$ cat src/rtl/rl_route_pkg.sv
// Package: shared route mode codes and reported point position codes.
// Assumes: modes fit in 3 bits; positions fit in 2 bits.
package rl_route_pkg;

    typedef enum logic [2:0] {
        RM_FREE   = 3'd0,
        RM_MARKED = 3'd1,
        RM_ALLOC  = 3'd2,
        RM_LOCKED = 3'd3,
        RM_USED   = 3'd4
    } route_mode_e;

    localparam logic [1:0] POS_PLUS  = 2'd0;
    localparam logic [1:0] POS_MINUS = 2'd1;
    localparam logic [1:0] POS_MOVE  = 2'd2;

    localparam int MODE_W = 3;

endpackage

$ cat src/rtl/rl_alloc_gate.sv
// Module: combinational allocation gate. It decides whether the path is
// vacant and whether any masked conflicting route blocks allocation.
// Assumes: conf_mode_i packs route j at bits [3j+2:3j].
module rl_alloc_gate
    import rl_route_pkg::*;
#(
    parameter int                 N_SECT    = 3,
    parameter int                 N_ROUTE   = 4,
    parameter logic [N_ROUTE-1:0] CONF_MASK = '0
) (
    input  logic [N_SECT-1:0]         sect_vacant_i,
    input  logic [MODE_W*N_ROUTE-1:0] conf_mode_i,
    input  logic [N_ROUTE-1:0]        conf_rel_i,
    output logic                      gate_ok_o,
    output logic                      path_clear_o,
    output logic                      entry_occ_o
);

    logic [N_ROUTE-1:0] blk;

    // One blocking term per route; masked-out routes never block.
    for (genvar j = 0; j < N_ROUTE; j++) begin : g_conf
        logic [MODE_W-1:0] m;
        logic              passive;
        assign m = conf_mode_i[MODE_W*j +: MODE_W];
        // FREE, MARKED, or USED with the shared elements already released
        assign passive = (m == RM_FREE) || (m == RM_MARKED)
                      || ((m == RM_USED) && conf_rel_i[j]);
        assign blk[j]  = CONF_MASK[j] && !passive;
    end

    // Path state summaries used by the sequencer.
    always_comb begin
        path_clear_o = &sect_vacant_i;
        entry_occ_o  = !sect_vacant_i[0];
        gate_ok_o    = path_clear_o && (blk == '0);
    end

endmodule

$ cat src/rtl/rl_field_drive.sv
// Module: holds point and protecting-signal commands and the entry-signal
// command. It also judges whether the field reports the commanded states.
// Assumes: at most one of claim/drop is high in a cycle.
module rl_field_drive
    import rl_route_pkg::*;
#(
    parameter int               N_PNT    = 3,
    parameter int               N_SIG    = 4,
    parameter logic [N_PNT-1:0] PNT_USE  = '0,
    parameter logic [N_PNT-1:0] PNT_REQ  = '0,
    parameter logic [N_SIG-1:0] SIG_PROT = '0
) (
    input  logic               clk,
    input  logic               rst_n,
    input  logic               claim_i,
    input  logic               open_i,
    input  logic               close_i,
    input  logic               drop_i,
    input  logic [2*N_PNT-1:0] pnt_pos_i,
    input  logic [N_SIG-1:0]   sig_act_i,
    output logic [N_PNT-1:0]   pnt_hold_o,
    output logic [N_PNT-1:0]   pnt_cmd_o,
    output logic [N_SIG-1:0]   prot_hold_o,
    output logic               src_sig_o,
    output logic               fb_ok_o
);

    logic [N_PNT-1:0] pnt_ok;
    logic [N_SIG-1:0] sig_ok;

    // Command registers: load on claim, clear on drop or reset.
    always_ff @(posedge clk) begin
        if (!rst_n || drop_i) begin
            pnt_hold_o  <= '0;
            pnt_cmd_o   <= '0;
            prot_hold_o <= '0;
        end else if (claim_i) begin
            pnt_hold_o  <= PNT_USE;
            pnt_cmd_o   <= PNT_REQ & PNT_USE;
            prot_hold_o <= SIG_PROT;
        end
    end

    // Entry-signal command: open on lock, close on entry or release.
    always_ff @(posedge clk) begin
        if (!rst_n || close_i || drop_i) src_sig_o <= 1'b0;
        else if (open_i)                 src_sig_o <= 1'b1;
    end

    // Per-point feedback match; a moving point never matches.
    for (genvar i = 0; i < N_PNT; i++) begin : g_pnt
        logic [1:0] pos;
        assign pos       = pnt_pos_i[2*i +: 2];
        assign pnt_ok[i] = !pnt_hold_o[i]
                        || (pos == (pnt_cmd_o[i] ? POS_MINUS : POS_PLUS));
    end

    // Per-signal feedback match; a held signal must report CLOSED.
    for (genvar k = 0; k < N_SIG; k++) begin : g_sig
        assign sig_ok[k] = !prot_hold_o[k] || !sig_act_i[k];
    end

    // Overall field confirmation.
    always_comb fb_ok_o = (&pnt_ok) && (&sig_ok);

    // commands stay put between claim and drop
    assert_cmd_stable_R5: assert property (@(posedge clk) disable iff (!rst_n)
        (!claim_i && !drop_i) |=> ($stable(pnt_cmd_o) && $stable(pnt_hold_o)
                                   && $stable(prot_hold_o)));

    // a drop leaves no hold behind
    assert_drop_clears_R10: assert property (@(posedge clk) disable iff (!rst_n)
        drop_i |=> (pnt_hold_o == '0 && prot_hold_o == '0 && !src_sig_o));

endmodule

$ cat src/rtl/rl_mode_seq.sv
// Module: route mode sequencer. It walks FREE, MARKED, ALLOCATING, LOCKED
// and USED, and emits one-cycle events for the field driver.
// Assumes: gate and feedback inputs are combinational from this cycle.
module rl_mode_seq
    import rl_route_pkg::*;
(
    input  logic        clk,
    input  logic        rst_n,
    input  logic        req_i,
    input  logic        gate_ok_i,
    input  logic        fb_ok_i,
    input  logic        entry_occ_i,
    input  logic        path_clear_i,
    input  logic        stop_i,
    output route_mode_e mode_o,
    output logic        ev_claim_o,
    output logic        ev_lock_o,
    output logic        ev_enter_o,
    output logic        ev_rel_o,
    output logic        released_o
);

    route_mode_e mode_d;

    // Next-mode and event decode.
    always_comb begin
        mode_d     = mode_o;
        ev_claim_o = 1'b0;
        ev_lock_o  = 1'b0;
        ev_enter_o = 1'b0;
        ev_rel_o   = 1'b0;
        case (mode_o)
            RM_FREE:   if (req_i) mode_d = RM_MARKED;
            RM_MARKED: if (gate_ok_i) begin
                           mode_d     = RM_ALLOC;
                           ev_claim_o = 1'b1;
                       end
            RM_ALLOC:  if (fb_ok_i) begin
                           mode_d    = RM_LOCKED;
                           ev_lock_o = 1'b1;
                       end
            RM_LOCKED: if (entry_occ_i) begin
                           mode_d     = RM_USED;
                           ev_enter_o = 1'b1;
                       end
            RM_USED:   if (path_clear_i || stop_i) begin
                           mode_d   = RM_FREE;
                           ev_rel_o = 1'b1;
                       end
            default:   mode_d = RM_FREE;
        endcase
    end

    // Mode and release-pulse registers.
    always_ff @(posedge clk) begin
        if (!rst_n) begin
            mode_o     <= RM_FREE;
            released_o <= 1'b0;
        end else begin
            mode_o     <= mode_d;
            released_o <= ev_rel_o;
        end
    end

    // mode never leaves the five legal codes
    assert_mode_legal_R1: assert property (@(posedge clk) disable iff (!rst_n)
        mode_o inside {RM_FREE, RM_MARKED, RM_ALLOC, RM_LOCKED, RM_USED});

    // a request in FREE is always taken
    assert_dispatch_R2: assert property (@(posedge clk) disable iff (!rst_n)
        (mode_o == RM_FREE && req_i) |=> mode_o == RM_MARKED);

    // a closed gate keeps the route waiting
    assert_gate_hold_R3: assert property (@(posedge clk) disable iff (!rst_n)
        (mode_o == RM_MARKED && !gate_ok_i) |=> mode_o == RM_MARKED);

    // no lock without field confirmation
    assert_lock_fb_R6: assert property (@(posedge clk) disable iff (!rst_n)
        (mode_o == RM_ALLOC && !fb_ok_i) |=> mode_o == RM_ALLOC);

    // the release pulse marks a fresh return to FREE
    assert_rel_pulse_R10: assert property (@(posedge clk) disable iff (!rst_n)
        released_o |-> (mode_o == RM_FREE && $past(mode_o) == RM_USED));

endmodule

$ cat src/rtl/rl_route_ctrl.sv
// Module: top of the single-route setting controller. It ties the
// allocation gate, the mode sequencer and the field command driver together.
// Assumes: the route description is fixed by parameters; the caller supplies
// the other routes' modes and their shared-release flags.
module rl_route_ctrl
    import rl_route_pkg::*;
#(
    parameter int                 N_SECT    = 3,
    parameter int                 N_ROUTE   = 4,
    parameter int                 N_PNT     = 3,
    parameter int                 N_SIG     = 4,
    parameter logic [N_ROUTE-1:0] CONF_MASK = 4'b0110,
    parameter logic [N_PNT-1:0]   PNT_USE   = 3'b011,
    parameter logic [N_PNT-1:0]   PNT_REQ   = 3'b010,
    parameter logic [N_SIG-1:0]   SIG_PROT  = 4'b0101
) (
    input  logic                      clk,
    input  logic                      rst_n,
    input  logic                      req_i,
    input  logic [N_SECT-1:0]         sect_vacant_i,
    input  logic [MODE_W*N_ROUTE-1:0] conf_mode_i,
    input  logic [N_ROUTE-1:0]        conf_rel_i,
    input  logic [2*N_PNT-1:0]        pnt_pos_i,
    input  logic [N_SIG-1:0]          sig_act_i,
    input  logic                      stop_i,
    output logic [N_PNT-1:0]          pnt_hold_o,
    output logic [N_PNT-1:0]          pnt_cmd_o,
    output logic [N_SIG-1:0]          prot_hold_o,
    output logic                      src_sig_o,
    output logic [MODE_W-1:0]         mode_o,
    output logic                      released_o
);

    logic        gate_ok, path_clear, entry_occ, fb_ok;
    logic        ev_claim, ev_lock, ev_enter, ev_rel;
    route_mode_e mode;

    rl_alloc_gate #(
        .N_SECT    (N_SECT),
        .N_ROUTE   (N_ROUTE),
        .CONF_MASK (CONF_MASK)
    ) gate_i (
        .sect_vacant_i (sect_vacant_i),
        .conf_mode_i   (conf_mode_i),
        .conf_rel_i    (conf_rel_i),
        .gate_ok_o     (gate_ok),
        .path_clear_o  (path_clear),
        .entry_occ_o   (entry_occ)
    );

    rl_mode_seq seq_i (
        .clk          (clk),
        .rst_n        (rst_n),
        .req_i        (req_i),
        .gate_ok_i    (gate_ok),
        .fb_ok_i      (fb_ok),
        .entry_occ_i  (entry_occ),
        .path_clear_i (path_clear),
        .stop_i       (stop_i),
        .mode_o       (mode),
        .ev_claim_o   (ev_claim),
        .ev_lock_o    (ev_lock),
        .ev_enter_o   (ev_enter),
        .ev_rel_o     (ev_rel),
        .released_o   (released_o)
    );

    rl_field_drive #(
        .N_PNT    (N_PNT),
        .N_SIG    (N_SIG),
        .PNT_USE  (PNT_USE),
        .PNT_REQ  (PNT_REQ),
        .SIG_PROT (SIG_PROT)
    ) field_i (
        .clk         (clk),
        .rst_n       (rst_n),
        .claim_i     (ev_claim),
        .open_i      (ev_lock),
        .close_i     (ev_enter),
        .drop_i      (ev_rel),
        .pnt_pos_i   (pnt_pos_i),
        .sig_act_i   (sig_act_i),
        .pnt_hold_o  (pnt_hold_o),
        .pnt_cmd_o   (pnt_cmd_o),
        .prot_hold_o (prot_hold_o),
        .src_sig_o   (src_sig_o),
        .fb_ok_o     (fb_ok)
    );

    // Mode code to the port.
    always_comb mode_o = mode;

    // entry signal is open exactly while the route is locked
    assert_src_open_R7: assert property (@(posedge clk) disable iff (!rst_n)
        src_sig_o == (mode == RM_LOCKED));

    // only the entry section moves LOCKED to USED
    assert_enter_R8: assert property (@(posedge clk) disable iff (!rst_n)
        (mode == RM_LOCKED && sect_vacant_i[0]) |=> mode == RM_LOCKED);

    // holds exist only while the route owns its elements
    assert_hold_owned_R5: assert property (@(posedge clk) disable iff (!rst_n)
        (pnt_hold_o != '0) |-> (mode inside {RM_ALLOC, RM_LOCKED, RM_USED}));

endmodule

$ cat config.mk
export PLATFORM = sky130hd
export DESIGN_NAME = rl_route_ctrl
export DESIGN_NICKNAME = d
export VERILOG_FILES = /design/src/rtl/rl_route_pkg.sv /design/src/rtl/rl_alloc_gate.sv /design/src/rtl/rl_field_drive.sv /design/src/rtl/rl_mode_seq.sv /design/src/rtl/rl_route_ctrl.sv
export SDC_FILE = /design/constraint.sdc
export NUM_CORES = 1
export LEC_CHECK = 0
export CAP_MARGIN = 20
export CORE_MARGIN = 10
export CORE_UTILIZATION = 28
export DETAILED_ROUTE_END_ITERATION = 7
export GPL_TIMING_DRIVEN = 0
export PLACE_DENSITY = 0.91
export SYNTH_ARGS = -nofsm -noshare
export SYNTH_HDL_FRONTEND = slang
export SYNTH_SLANG_ARGS = --single-unit
$ cat constraint.sdc
create_clock -name clk -period 3.7 [get_ports clk]
set_input_delay 0.37 -clock clk [delete_from_list [all_inputs] [get_ports clk]]
set_output_delay 0.37 -clock clk [all_outputs]
set_load 0.02 [all_outputs]
# Word level (Yosys, flattened, before mapping)
# Cells that the tools add are included.
# totals
elab_cells	66
output_inout_bits	15
reg_bits	7
input_bits	33
# classes
mux	15
n_eq_ne	14
n_reduce_logical	32
# ops
operator	n
two-way mux 3 bit	5
one-hot mux 3 bit (5 select lines)	1
logical OR 1 bit	12
equality test 3 x 1 -> 1 bit (second input constant)	3
equality test 3 bit (second input constant)	3
logical NOT 3 bit	3
two-way mux 1 bit	9
!= test 2 bit (second input constant)	4
logical NOT 1 bit	7
equality test 3 x 2 -> 1 bit (second input constant)	2
AND reduction 5 bit	1
logical AND 1 bit	4
logical NOT 4 bit	1
AND reduction 2 bit	2
AND reduction 3 bit	1
equality test 2 bit	1
logical NOT 2 bit	1
!= test 2 x 1 -> 1 bit (second input constant)	1

# Depth between registers and ports, before layout
# Gate-level depths: netlist of the first run.
# depth
ltp_word	8
mapped_depth	4
mapped_depth_nobuf	4

# Modules after synthesis
# Synthesis of the first run repeated with hierarchy kept, for this count alone.
# unflattened
cells_unflattened	49
area_unflattened_um2	440.4
# by_module_without_submodules
module	instances	cells_per_inst	seq_area_each_um2	area_each_um2
rl_mode_seq	1	23	80.1	232.7
rl_field_drive	1	19	40.0	156.4
rl_alloc_gate	1	7	0.0	51.3

# Worst setup path before layout of the first run
# OpenSTA, ideal clock, no wires.
# synth_path
path_kind	in2reg
start	input pnt_pos_i[1]
end	register seq_i.mode_o[0]
setup_ns	0.062
path_slack_ns	2.057
arrival_ns	1.581
path_stages	4
required_time_ns	3.638
cell_sequence	or4b_1 o31a_1 a2111o_1 nand3_1
# synth_between
elab_chain_cells	6
# synth_rtl
item	line	text
start: declaration	rl_route_ctrl.sv:23	input logic [2*N_PNT-1:0] pnt_pos_i,
logical NOT 2 bit	rl_field_drive.sv:55	|| (pos == (pnt_cmd_o[i] ? POS_MINUS : POS_PLUS));
logical OR 1 bit	rl_field_drive.sv:55	
AND reduction 2 bit	rl_field_drive.sv:64	always_comb fb_ok_o = (&pnt_ok) && (&sig_ok);
logical AND 1 bit	rl_field_drive.sv:64	
!= test 2 bit (no line)	n/a	
AND reduction 5 bit (no line)	n/a	
end signal: assignment	rl_mode_seq.sv:60	mode_o <= mode_d;
end: declaration	rl_mode_seq.sv:15	output route_mode_e mode_o,
# No other way between the ends.
# A chain may end at the register's enable or synchronous reset.

# Worst setup path after layout of the first run
# Ends and elaborated chain as after synthesis.

==> flow_summary.json, run 1 <==
{
  "worst-r2r-cell-count": 3,
  "route.detailed.wl_per_inst_um": 12.2,
  "setup_tns_ns": 0,
  "maximum_number_of_pins_on_one_net_before_global_route_repair": 9,
  "cp_max_fo": 2,
  "post-route-period-util": 0.503,
  "cts_num_sinks": 6,
  "design.portCount": 48,
  "cts-root-buf": "sky130_fd_sc_hd__clkbuf_4",
  "post-place-cells": 102,
  "timing_worst_setup_path_type": "in -> reg",
  "worst_clock_skew_ns": 0.00696,
  "port_buffers": 30,
  "ctsHtreeMaxLevel": 1,
  "fp.dieW_um": 58.4,
  "hold_viol": 0,
  "place.detailed.hpwl_um": 1120,
  "clk-insertion-delay-late_ns": 0.24,
  "count_of_state_elements_after_synthesis": 6,
  "finalNonFillerCells": 105,
  "netlist_area_um2": 413,
  "report.final.slew_viol_count": 0,
  "power_per_cell_area_nw_per_um2": 227,
  "ys_async_sr_fraction": 0,
  "report.final.setup_viol": 0,
  "vdd_drop_max_mv": 0.109,
  "grt_setup_unrepaired": "false",
  "reg2reg_setup_slack_ns": 2.49,
  "period_needed_ns": 1.86,
  "postRouteAntennaNets": 0,
  "core_util_final": 0.570,
  "synthCells": 53,
  "first_global_vias": 491,
  "worstReg2RegEnd": "field_i.prot_hold_o[0]$_SDFFE_PP0P_",
  "track_usage": 0.0760,
  "globalRoute.totalOverflow": 0,
  "place_ws_ns": 1.59,
  "timing.critical_path.required_ns": 3.88,
  "startpoint": "pnt_pos_i[1]",
  "cts_made_buffers": 3,
  "remaining_drc_errors": 0,
  "worst_hold_path_type": "reg -> reg",
  "static-leakage-power_nw": 0.321,
  "initial_antenna_violation_count": 0,
  "fp-row-count": 13,
  "floorplan.core_area_um2": 1350,
  "initial_core_util": 0.306,
  "drive_gt1_frac": 0.156,
  "cts_tree": "done",
  "final_critical_path_setup_slack_ns": 1.84,
  "nets": 125,
  "detail_route.vias_per_cell": 4.56,
  "synth_edf_count": 0,
  "avg_inst_size_synth_um2": 7.79,
  "grt_pass1_wl_um": 2060,
  "max_freq_mhz": 537,
  "crit_path_end_kind": "flip-flop",
  "synth_cell_types": 26,
  "rr_startpoint": "seq_i.mode_o[0]$_SDFFE_PN0P_",
  "cts_resized": 0,
  "detailed_router_iteration_count_before_antenna_repair": 4,
  "worstSetupEndpoint": "seq_i.mode_o[0]$_SDFFE_PN0P_",
  "n_antenna_cell": 0,
  "worstSetupStartpointType": "input port",
  "via_count": 479,
  "die_y_um": 58.4,
  "worst_setup_hold_path_clk_slew_ns": 0.05,
  "drt_iter0_markers": 6,
  "max_cap_violations": 0,
  "synth-main-ff-cell": "sky130_fd_sc_hd__dfxtp_1",
  "route.final.wire_length_um": 1280,
  "cts-hold-fix-buffers": 0,
  "clk_path_buf_depth": 2,
  "gp_routability_congestion": 0.746,
  "run_status": "complete, no violations",
  "design.die.area_um2": 3410,
  "areaGrowthSynthToFinish_pct": 86.4,
  "synth_warnings": 0,
  "worst_ep_arrival_time_ns": 2.04,
  "ys_seq_area_frac": 0.291,
  "post_cts.repair.setup_buffers": 0
}
## placed cells by master (no fill, tap or decap), drive strengths merged, types with 2 or more instances in the layout
cell and count:
a21oi 3, conb 5, inv 4, dfxtp 6, buf 9, or3 2, o21ai 4, clkbuf 3
nand2b 3, nor2 5, nand2 2, clkdlybuf4s50 30
## sequential cells by signal, summed over array words and instances (netlist names)
signal	cells
field_i.prot_hold_o	1
field_i.src_sig_o	1
seq_i.mode_o	3
seq_i.released_o	1
## cells in the mapped netlist (2+ instances only)
library cell / count / area (um^2)
sky130_fd_sc_hd__nand2b_1: 3 / 18.8
sky130_fd_sc_hd__nand2_1: 2 / 7.51
sky130_fd_sc_hd__a21oi_1: 3 / 15.0
sky130_fd_sc_hd__dfxtp_1: 6 / 120
sky130_fd_sc_hd__or3_1: 2 / 12.5
sky130_fd_sc_hd__inv_1: 4 / 15.0
sky130_fd_sc_hd__o21ai_1: 2 / 10.0
sky130_fd_sc_hd__nor2_1: 5 / 18.8
sky130_fd_sc_hd__buf_4: 9 / 67.6
## routing by layer
layer	global-route usage	part of all wire	vias to the layer above
li1	-	-	244
met1	0.0831	0.46	199
met2	0.109	0.41	34
met3	0.0365	0.11	2
met4	0.0604	0.021	0
met5	0	0	-
## worst min path at each step
stage	start	end	slack, ns	cells after the start
4_1_cts	field_i.src_sig_o$_SDFFE_PP0P_	field_i.src_sig_o$_SDFFE_PP0P_	0.47	2
5_1_grt	field_i.src_sig_o$_SDFFE_PP0P_	field_i.src_sig_o$_SDFFE_PP0P_	0.50	2
2_1_floorplan	rst_n	seq_i.mode_o[2]$_SDFFE_PN0P_	0.50	2
3_5_place_dp	field_i.src_sig_o$_SDFFE_PP0P_	field_i.src_sig_o$_SDFFE_PP0P_	0.47	2
6_report	field_i.src_sig_o$_SDFFE_PP0P_	field_i.src_sig_o$_SDFFE_PP0P_	0.47	2
3_3_place_gp	field_i.src_sig_o$_SDFFE_PP0P_	field_i.src_sig_o$_SDFFE_PP0P_	0.45	2
## worst max-delay path, stage by stage
cell and delay [ns]:
sky130_fd_sc_hd__clkdlybuf4s50_1 0.39, sky130_fd_sc_hd__or4b_1 0.52, sky130_fd_sc_hd__o31a_1 0.27, sky130_fd_sc_hd__a2111o_1 0.41, sky130_fd_sc_hd__nand3_1 0.08
## final cells by class
cell class,instances,area [um^2]
buffer,9,67.6
clock buffer,3,22.5
fill,132,581
inverter,4,15.0
multi-input combinational,38,225
sequential,6,120
tap,15,18.8
timing repair buffer,30,300
## per-stage QoR
stage | instance area (um^2) | power, W | hold WS [ns]
after floorplan | 428 | 0.0000896 | 0.505
after global placement | 747 | 0.000116 | 0.452
after detailed placement | 747 | 0.000117 | 0.467
after CTS | 769 | 0.000176 | 0.474
after global routing | 769 | 0.000185 | 0.497
final | 769 | 0.000175 | 0.471
## power by group
group	switching [W]	internal (W)	leakage (nW)	total [W]
logic	0.0000168	0.0000295	0.259	0.0000463
registers	0.00000284	0.0000663	0.0486	0.0000692
clock network	0.0000225	0.0000366	0.0138	0.0000592
total	0.0000422	0.000132	0.321	0.000175
## kinds of logic (layout without fill, tap and decap cells)
logic type,after synthesis,in the layout,share of synthesized area
and+or+nand+nor,21,21,0.297
buffers and inverters,13,46,0.200
AOI/OAI and AO/OA,12,12,0.203
DFF,6,6,0.291
other,1,5,0.00908
No activity file was read; power rests on OpenSTA's default activity.
==> run 2, diff against run 1 <==
--- a/config.mk
+++ b/config.mk
@@ -7,10 +7,10 @@
 export LEC_CHECK = 0
 export CAP_MARGIN = 20
 export CORE_MARGIN = 10
-export CORE_UTILIZATION = 28
+export CORE_UTILIZATION = 23
 export DETAILED_ROUTE_END_ITERATION = 7
 export GPL_TIMING_DRIVEN = 0
-export PLACE_DENSITY = 0.91
+export PLACE_DENSITY = 0.81
 export SYNTH_ARGS = -nofsm -noshare
 export SYNTH_HDL_FRONTEND = slang
 export SYNTH_SLANG_ARGS = --single-unit
==> constraint.sdc (replaced) <==
create_clock -name clk -period 1.7 [get_ports clk]
set_input_delay 0.17 -clock clk [delete_from_list [all_inputs] [get_ports clk]]
set_output_delay 0.17 -clock clk [all_outputs]
set_load 0.02 [all_outputs]
==> run 2 against run 1 <==
  * Die area increased by 14%
  * Count of clock-buffer cells in the layout unchanged
  * Final cell count increased by 9.5%
  * Setup slack got worse by 1.8 ns
  * Via count decreased by 2.1%
  * Register-to-register slack got worse by 2.0 ns
  * Design area increased by 2.1%
  * Highest routed layer unchanged
  * Clock skew decreased by 0.0054 ns
  * Sequential cell count unchanged
  * Combinational power increased by 120%
  * Critical endpoint unchanged
  * Non-clock buffer count unchanged
==> flow_summary.json, run 2 (synthesis gave the netlist of run 1 again) <==
{
  "worst-r2r-cell-count": 3,
  "initial_antenna_violation_count": 0,
  "postRouteAntennaNets": 0,
  "regMostFlops": "seq_i.mode_o",
  "worst_clock_skew_ns": 0.00160,
  "power_per_cell_area_nw_per_um2": 488,
  "largest_register_ff_count": 3,
  "remaining_drc_errors": 0,
  "vdd_drop_max_mv": 0.155,
  "critPathMaxStageDelay_ns": 0.51,
  "fp-row-count": 15,
  "route.detailed.wl_per_inst_um": 11.2,
  "slowest_stage": "sky130_fd_sc_hd__or4b_1",
  "crit_path_end_kind": "flip-flop",
  "cts_tree": "done",
  "worst_ep_arrival_time_ns": 1.82,
  "critical_path_buf_inv_count": 1,
  "cts-hold-fix-buffers": 0,
  "critical_path_depth": 5,
  "post-route-period-util": 0.958,
  "post_cts.repair.setup_buffers": 0,
  "port_buffers": 30,
  "cts_num_sinks": 6,
  "design.die.area_um2": 3890,
  "detail_route.vias_per_cell": 4.08,
  "nets": 125,
  "layout.cells.most_common": "sky130_fd_sc_hd__clkdlybuf4s50_1",
  "detailed_router_iteration_count_before_antenna_repair": 4,
  "power.total_w": 0.000383,
  "report.final.slew_viol_count": 0,
  "seqCellArea_um2": 120,
  "ctsHtreeMaxLevel": 1,
  "placed_cell_area_um2": 759,
  "final_area_um2": 786,
  "worstSetupStartpointType": "input port",
  "worst_hold_slack_ns": 0.477,
  "drive_gt1_frac": 0.167,
  "drt_iter0_markers": 6,
  "final_critical_path_setup_slack_ns": 0.0716,
  "cp_max_fo": 2,
  "num-fill-cells": 172,
  "track_usage": 0.0656,
  "multi_input_comb_area_um2": 229,
  "first_global_vias": 467,
  "period_needed_ns": 1.63,
  "run_status": "complete, no violations",
  "maximum_number_of_pins_on_one_net_before_global_route_repair": 9,
  "static-leakage-power_nw": 0.321,
  "worst_hold_path_type": "reg -> reg",
  "timing.critical_path.required_ns": 1.89,
  "design.portCount": 48,
  "globalRoute.totalOverflow": 0,
  "clk-insertion-delay-late_ns": 0.25,
  "cts-root-buf": "sky130_fd_sc_hd__clkbuf_4",
  "critical_path.cell_chain": "clkdlybuf4s50_1 -> or4b_1 -> o31a_1 -> a2111o_1 -> nand3_1",
  "place.detailed.hpwl_um": 1150,
  "fp.dieW_um": 62.4,
  "areaGrowthSynthToFinish_pct": 90.3,
  "n_antenna_cell": 0,
  "initial_core_util": 0.242,
  "cell_family_with_most_cp_delay": "compound AO/OA/AOI/OAI gates",
  "max_cap_violations": 0,
  "gp_routability_congestion": 0.733,
  "die_y_um": 62.4,
  "timing_worst_setup_path_type": "in -> reg",
  "via_count": 469,
  "max_freq_mhz": 614,
  "finalNonFillerCells": 115,
  "floorplan.core_area_um2": 1710,
  "worst_setup_hold_path_clk_slew_ns": 0.04,
  "route.final.wire_length_um": 1280,
  "grt_setup_unrepaired": "false",
  "report.final.setup_viol": 0,
  "hold_viol": 0,
  "hold-path-cell-count": 2,
  "post-place-cells": 112,
  "cts_resized": 0,
  "clk_path_buf_depth": 2,
  "layout.cells.most_common_list": "30 x sky130_fd_sc_hd__clkdlybuf4s50_1, 9 x sky130_fd_sc_hd__buf_4, 6 x sky130_fd_sc_hd__dfxtp_1",
  "cts_made_buffers": 3,
  "grt_pass1_wl_um": 2030,
  "place_ws_ns": -0.194
}
-- run 2: cell counts in the layout (fill, tap and decap cells not counted) --
Identical to the previous run, type by type.
-- run 2: cell type report --
class,count,share of cell area
tap,25,0.0398
inverter,4,0.0191
timing repair buffer,30,0.382
multi-input combinational,38,0.291
clock buffer,3,0.0287
sequential,6,0.153
buffer,9,0.0860
-- run 2: routing by layer --
metal  GRT usage  part of all wire  vias to the layer above
li1            -                 -                      246
met1      0.0605              0.42                      188
met2      0.0974              0.45                       32
met3      0.0323              0.11                        3
met4      0.0754             0.024                        0
met5           0                 0                        -
-- run 2: final timing paths --
| kind | end | slack, ns | start |
|---|---|---|---|
| setup / recovery | seq_i.mode_o[0]$_SDFFE_PN0P_ | 0.07 | pnt_pos_i[1] |
| hold reg to reg | field_i.src_sig_o$_SDFFE_PP0P_ | 0.48 | field_i.src_sig_o$_SDFFE_PP0P_ |
| hold / removal | field_i.src_sig_o$_SDFFE_PP0P_ | 0.48 | field_i.src_sig_o$_SDFFE_PP0P_ |
| setup reg to reg | field_i.prot_hold_o[0]$_SDFFE_PP0P_ | 0.52 | seq_i.mode_o[0]$_SDFFE_PN0P_ |
-- run 2: metrics by stage --
step	util	setup TNS (ns)
4_1_cts	0.458	0
5_1_grt	0.460	0
2_1_floorplan	-	0
6_report	0.460	0
3_5_place_dp	0.445	-0.413
3_3_place_gp	0.445	-0.372
-- run 2: worst reg2reg max path, delay by kind of cell (launching register included) --
| family | cells | cell delay, ns |
|---|---|---|
| AND/OR/NAND/NOR | 2 | 0.52 |
| flip-flops | 1 | 0.45 |
| AO/OA/AOI/OAI | 1 | 0.14 |
-- run 2: report_power, final --
part           leakage (nW)  switching, W  total, W  internal [W]
clock                0.0138     0.0000520  0.000132     0.0000799
sequential           0.0486    0.00000600  0.000151      0.000145
combinational         0.258     0.0000367  0.000101     0.0000642
